==> src/rtl/gh_corr_predictor.sv <==
module gh_corr_predictor #(
  parameter int PC_W   = 32,
  parameter int HIST_W = 4,
  parameter int CTR_W  = 2,
  parameter int IDX_W  = 4
) (
  input  logic                                  clk,
  input  logic                                  rst_n,
  input  logic [PC_W-1:0]                       lookup_pc,
  output logic                                  predict_taken,
  output logic [((HIST_W > 0) ? HIST_W : 1)-1:0] lookup_hist,
  input  logic                                  resolve_valid,
  input  logic [PC_W-1:0]                       resolve_pc,
  input  logic                                  resolve_taken,
  input  logic [((HIST_W > 0) ? HIST_W : 1)-1:0] resolve_hist
);
  localparam int HV    = (HIST_W > 0) ? HIST_W : 1;
  localparam int IW    = HIST_W + IDX_W;
  localparam int DEPTH = 1 << IW;
  localparam logic [CTR_W-1:0] CMAX  = {CTR_W{1'b1}};
  localparam logic [CTR_W-1:0] CINIT = CTR_W'((1 << (CTR_W - 1)) - 1);

  logic [CTR_W-1:0] pht [DEPTH];
  logic [HV-1:0]    ghr;
  logic [IW-1:0]    rd_idx, wr_idx;
  logic [CTR_W-1:0] wr_cur;
  logic             unused_hi;

  assign unused_hi = ^{lookup_pc[PC_W-1:IDX_W], resolve_pc[PC_W-1:IDX_W]};

  generate
    if (HIST_W > 0) begin : g_hist
      logic [HV-1:0] ghr_nxt;
      if (HIST_W == 1) begin : g_one
        assign ghr_nxt = resolve_taken;
      end else begin : g_many
        assign ghr_nxt = {ghr[HV-2:0], resolve_taken};
      end
      assign rd_idx = {ghr, lookup_pc[IDX_W-1:0]};
      assign wr_idx = {resolve_hist, resolve_pc[IDX_W-1:0]};

      always_ff @(posedge clk) begin
        if (!rst_n)             ghr <= '0;
        else if (resolve_valid) ghr <= ghr_nxt;
      end

      a_r6_hist_lsb: assert property (@(posedge clk) disable iff (!rst_n)
        resolve_valid |=> lookup_hist[0] == $past(resolve_taken));
      a_r11_hist_hold: assert property (@(posedge clk) disable iff (!rst_n)
        !resolve_valid |=> $stable(lookup_hist));
      if (HIST_W > 1) begin : g_age
        a_r6_hist_age: assert property (@(posedge clk) disable iff (!rst_n)
          resolve_valid |=> lookup_hist[HV-1:1] == $past(lookup_hist[HV-2:0]));
      end
    end else begin : g_flat
      logic unused_rhist;
      assign unused_rhist = ^resolve_hist;
      assign ghr    = '0;
      assign rd_idx = lookup_pc[IDX_W-1:0];
      assign wr_idx = resolve_pc[IDX_W-1:0];
    end
  endgenerate

  assign wr_cur        = pht[wr_idx];
  assign predict_taken = pht[rd_idx][CTR_W-1];
  assign lookup_hist   = ghr;

  always_ff @(posedge clk) begin
    if (!rst_n) begin
      for (int i = 0; i < DEPTH; i++) pht[i] <= CINIT;
    end else if (resolve_valid) begin
      if (resolve_taken && wr_cur != CMAX)       pht[wr_idx] <= wr_cur + 1'b1;
      else if (!resolve_taken && wr_cur != '0)   pht[wr_idx] <= wr_cur - 1'b1;
    end
  end

  logic             chk_v, chk_dir;
  logic [IW-1:0]    chk_idx;
  logic [CTR_W-1:0] chk_old;

  always_ff @(posedge clk) begin
    if (!rst_n) begin
      chk_v   <= 1'b0;
      chk_dir <= 1'b0;
      chk_idx <= '0;
      chk_old <= '0;
    end else begin
      if (chk_v) begin
        a_r3_no_overflow: assert (!(chk_dir && chk_old == CMAX) || pht[chk_idx] == CMAX)
          else $error("R3 counter wrapped past maximum");
        a_r3_no_underflow: assert (!(!chk_dir && chk_old == '0) || pht[chk_idx] == '0)
          else $error("R3 counter wrapped below zero");
        a_r3_monotonic: assert (chk_dir ? (pht[chk_idx] >= chk_old) : (pht[chk_idx] <= chk_old))
          else $error("R3 counter moved against outcome");
      end
      chk_v   <= resolve_valid;
      chk_dir <= resolve_taken;
      chk_idx <= wr_idx;
      chk_old <= wr_cur;
    end
  end
endmodule

==> config.mk <==
export PLATFORM = sky130hd
export DESIGN_NAME = gh_corr_predictor
export DESIGN_NICKNAME = d
export VERILOG_FILES = /design/src/rtl/gh_corr_predictor.sv
export SDC_FILE = /design/constraint.sdc
export NUM_CORES = 1
export LEC_CHECK = 0
export ABC_AREA = 0
export ABC_CLOCK_PERIOD_IN_PS = 5400
export BUFFER_PORTS_ARGS = -buffer_cell sky130_fd_sc_hd__buf_2
export CAP_MARGIN = 0
export CORE_MARGIN = 5
export CORE_UTILIZATION = 64
export DETAILED_ROUTE_END_ITERATION = 16
export PLACE_DENSITY_LB_ADDON = 0.15
export SYNTH_ARGS = -nofsm -noshare
export SYNTH_HDL_FRONTEND = slang
export SYNTH_SLANG_ARGS = --single-unit
==> constraint.sdc <==
create_clock -name clk -period 5.4 [get_ports clk]
set_clock_uncertainty 0.2 [all_clocks]
set_input_delay 0.27 -clock clk [delete_from_list [all_inputs] [get_ports clk]]
set_output_delay 0.27 -clock clk [all_outputs]
set_load 0.005 [all_outputs]
### Word-level counts from Yosys, hierarchy flattened

Memories as Yosys holds them, arrays and structs flattened.
Cells that the tools add are included.

| storage, ports and cells | value |
|---|---|
| bits of input ports | 72 |
| output and inout bits | 5 |
| memory bits (writable) | 512 |
| memories kept | 1 |
| bits in registers | 4 |
| logic and storage cells | 25 |

Memory list:

| memory | words | bits a word | read ports | clocked after memory_dff | wr ports | line | text |
|---|---|---|---|---|---|---|---|
| pht | 256 | 2 | 2 | 0 | 256 | 23 | `logic [CTR_W-1:0] pht [DEPTH];` |

| operators by class | value |
|---|---|
| muxes and demuxes | 14 |
| equal/unequal tests | 1 |
| reduce and logical (&&, ||, !) cells | 5 |
| add/sub/neg operators | 2 |
| bitwise operators | 1 |

Operators by type and width:

| operator | number |
|---|---|
| $mux 1 | 11 |
| $mux 8 | 1 |
| $mux 2 | 2 |
| $add 2x1->2 const B | 1 |
| $logic_and 1x1->1 | 2 |
| $ne 2x2->1 const B | 1 |
| $reduce_bool 2->1 | 1 |
| $reduce_or 2->1 | 1 |
| $sub 2x1->2 const B | 1 |
| $logic_not 1->1 | 1 |
| $or 1x1->1 | 1 |

### Depth between registers and ports, before layout

An unclocked memory read counts as a cell.

| depth | value |
|---|---|
| word-level depth | 11 |
| gate-level depth with buffers | 18 |
| mapped depth without buffers | 8 |

### Least setup slack after synthesis

Ideal clock, no wire load.

| path | value |
|---|---|
| kind | input to register |
| from | input port resolve_pc[1] |
| to | memory pht[106][0], enable pin |
| slack | 1350 ps |
| setup time | 338 ps |
| cell stages on the path | 16 |
| required time | 4862 ps |
| buffers on the path | 9 |
| arrival time | 3513 ps |
| cells stage by stage | buf_6 -> buf_2 -> buf_4 -> buf_2 -> buf_2 -> mux4_2 -> nor2_1 -> o21ai_0 -> a222oi_1 -> or2_1 -> a222oi_1 -> buf_2 -> buf_6 -> buf_4 -> buf_2 -> o31ai_1 |

RTL lines:

| element | line | text |
|---|---|---|
| from (decl) | 13 | `input logic [PC_W-1:0] resolve_pc,` |
| to (decl) | 23 |  |

==> flow_metrics.env <==
export IMPL_drtAntennaViolNets=0
export IMPL_overflow=0
export IMPL_yosysSeqAreaShare=0.522
export IMPL_setup_viol=0
export IMPL_wire_per_inst_um=32.9
export IMPL_ios=77
export IMPL_finalHoldViolations=0
export IMPL_power_total_mw=9.57
export IMPL_cts_resized=0
export IMPL_mostFrequentLayoutCells="edfxtp_1 (512), o31ai_1 (256), mux4_2 (197)"
export IMPL_drive_gt1_frac=0.252
export IMPL_synthDistinctLibCells=58
export IMPL_tritoncts_num_buffers=54
export IMPL_synth_compound_area_frac=0.0887
export IMPL_start_util=0.650
export IMPL_power_density_nw_per_um2=302
export IMPL_hp_start="resolve_hist[2]"
export IMPL_cap_violations=0
export IMPL_finalWirelength_mm=89.3
export IMPL_end_kind="register"
export IMPL_synthFlopType="edfxtp_1"
export IMPL_fin_crit_ps=4450
export IMPL_path_max_fanout=93
export IMPL_cp_data_required_time_ps=5510
export IMPL_synthCells=2222
export IMPL_rows=78
export IMPL_holdWs_ps=130
export IMPL_tritoncts="built"
export IMPL_timing_final_ws_setup_ps=948
export IMPL_post_cts_setup_buffer_count=0
export IMPL_yosys_warnings=0
export IMPL_max_slew_margin=0.123
export IMPL_viasPerCell=8.07
export IMPL_grt_max_degree=121
export IMPL_status="complete, no violations"
export IMPL_hold_buffers=3
export IMPL_max_freq_mhz=225
export IMPL_crit_start="resolve_pc[3]"
export IMPL_syn_to_final_growth_pct=7.07
export IMPL_die_width_um=225
export IMPL_worstMarginPinSlew_ps=1310
export IMPL_async_flop_share=0
export IMPL_coreArea_um2=45600
export IMPL_antenna_found_initial=1
export IMPL_rsz0062_at_grt="false"
export IMPL_synth_mux_area_frac=0.171
export IMPL_ir_drop_mv=0.264
export IMPL_dpl_worst_slack_ps=418
export IMPL_maxSlewViolCount=0
export IMPL_first_pass_iters=7
export IMPL_synth_edf_count=512
export IMPL_drc=0
export IMPL_place_gp_congestion=0.977
export IMPL_synth_adder_area_share=0
export IMPL_hp_class="primary input to register"
export IMPL_layout_commonest_cell="edfxtp_1"
export IMPL_dieArea_um2=50700
export IMPL_clk_path_buf_depth=3
export IMPL_synth_top_family_by_area="multiplexers"
export IMPL_die_y_um=225
export IMPL_p_leak_nw=8.40
export IMPL_syn_num_nets=2294
export IMPL_via_count=21940
export IMPL_dpl_hpwl_mm=57.5
export IMPL_cts_root_buf="clkbuf_16"
export IMPL_worst_ep_arrival_time_ps=4560
export IMPL_criticalPathCategory="primary input to register"
export IMPL_synth_xor_area_frac=0.00118
export IMPL_clk_latency_ps=630
export IMPL_rr_startpoint="pht[15][0]$_SDFFCE_PN1P_"
export IMPL_htreeDepth=2
export IMPL_final_nets=2147
export IMPL_ys_seq_elements=516
export IMPL_clk_pin_slew_worst_paths_ps=60
export IMPL_critPathLaunchType="primary input"
export IMPL_clock_sinks=516
export IMPL_synth_simple_area_share=0.166
export IMPL_drtIter0Drc=4078
export IMPL_syn_area_um2=29600
export IMPL_setup_tns_ps=0
export IMPL_fin_util=0.696
export IMPL_grt_use_total=0.349
export IMPL_io_buffers=20
export IMPL_grt_pass1_vias=21245
export IMPL_min_period_over_period=0.824
export IMPL_synth_area_per_cell_um2=13.3
export IMPL_grt_pass1_wl_mm=134
## through the flow
step                instances  instance area (um2)
global placement         2616                30000
CTS                      2717                31700
detailed placement       2616                30000
floorplan                2222                29600
finish                   2718                31700
global route             2717                31700
## critical path, cell delays in order
cell and delay, ps:
buf_4 350, nor2b_1 880, a22oi_1 240, a31o_2 290
o32a_1 350, a2111oi_1 550, a22oi_1 180, a222oi_1 480
buf_4 350, buf_12 330, o31ai_1 200
## report_power, final
group / switching (mW) / internal (mW)
combinational: 0.982 / 0.408
clock: 1.60 / 2.07
sequential: 0.0473 / 4.47
total: 2.63 / 6.94
## path summary, 6_finish.rpt
path / to / slack [ps] / cells after the start
worst max-delay path: pht[153][0]$_SDFFCE_PN1P_ / 950 / 11
worst max register to register: pht[153][0]$_SDFFCE_PN1P_ / 990 / 10
worst min-delay path: pht[17][0]$_SDFFCE_PN1P_ / 130 / 4
worst min register to register: lookup_hist[2]$_SDFFE_PN0P_ / 420 / 2
## Yosys cell counts (11+ instances only)
cell / instances / area, um2
edfxtp_1: 512 / 15400
o31ai_1: 256 / 1920
mux4_2: 198 / 4460
clkbuf_1: 195 / 732
or4_1: 192 / 1440
nand2_1: 169 / 634
nor3_2: 120 / 1200
nor3_1: 87 / 435
nor2_1: 83 / 312
mux2i_1: 57 / 571
nand4b_1: 48 / 420
buf_2: 44 / 220
buf_4: 30 / 225
nand3_1: 24 / 120
a22oi_1: 22 / 165
buf_6: 21 / 236
buf_1: 17 / 63.8
o22ai_1: 16 / 100
a21oi_1: 11 / 55.1
## sequential cells by signal (all words and copies together) (netlist names)
name,cells
lookup_hist,4
pht,512
## layout make-up
cell class                      count  area [um2]
Inverter                           12        45.0
Antenna cell                        1        2.50
Tap cell                          600         751
Multi-Input combinational cell   1387       12800
Sequential cell                   516       15500
Fill cell                        2996       13900
Timing Repair Buffer              104        1000
Clock inverter                     34         299
Clock buffer                       64        1390
## kinds of logic (layout without fill, tap and decap cells)
| logic type | after synthesis | count (layout) |
|---|---|---|
| compound gates | 354 | 354 |
| other cells | 0 | 1 |
| buf+inv | 319 | 214 |
| flops | 516 | 516 |
| simple gates | 771 | 771 |
| xor+xnor | 4 | 4 |
| mux | 258 | 258 |
## layer usage
layer / vias to the layer above / share of wire / GRT usage
li1: 8852 / - / -
met1: 10922 / 0.35 / 0.492
met2: 1876 / 0.46 / 0.529
met3: 290 / 0.14 / 0.0953
met4: 0 / 0.046 / 0.133
met5: - / 0 / 0
No activity file was read; power rests on OpenSTA's default activity.
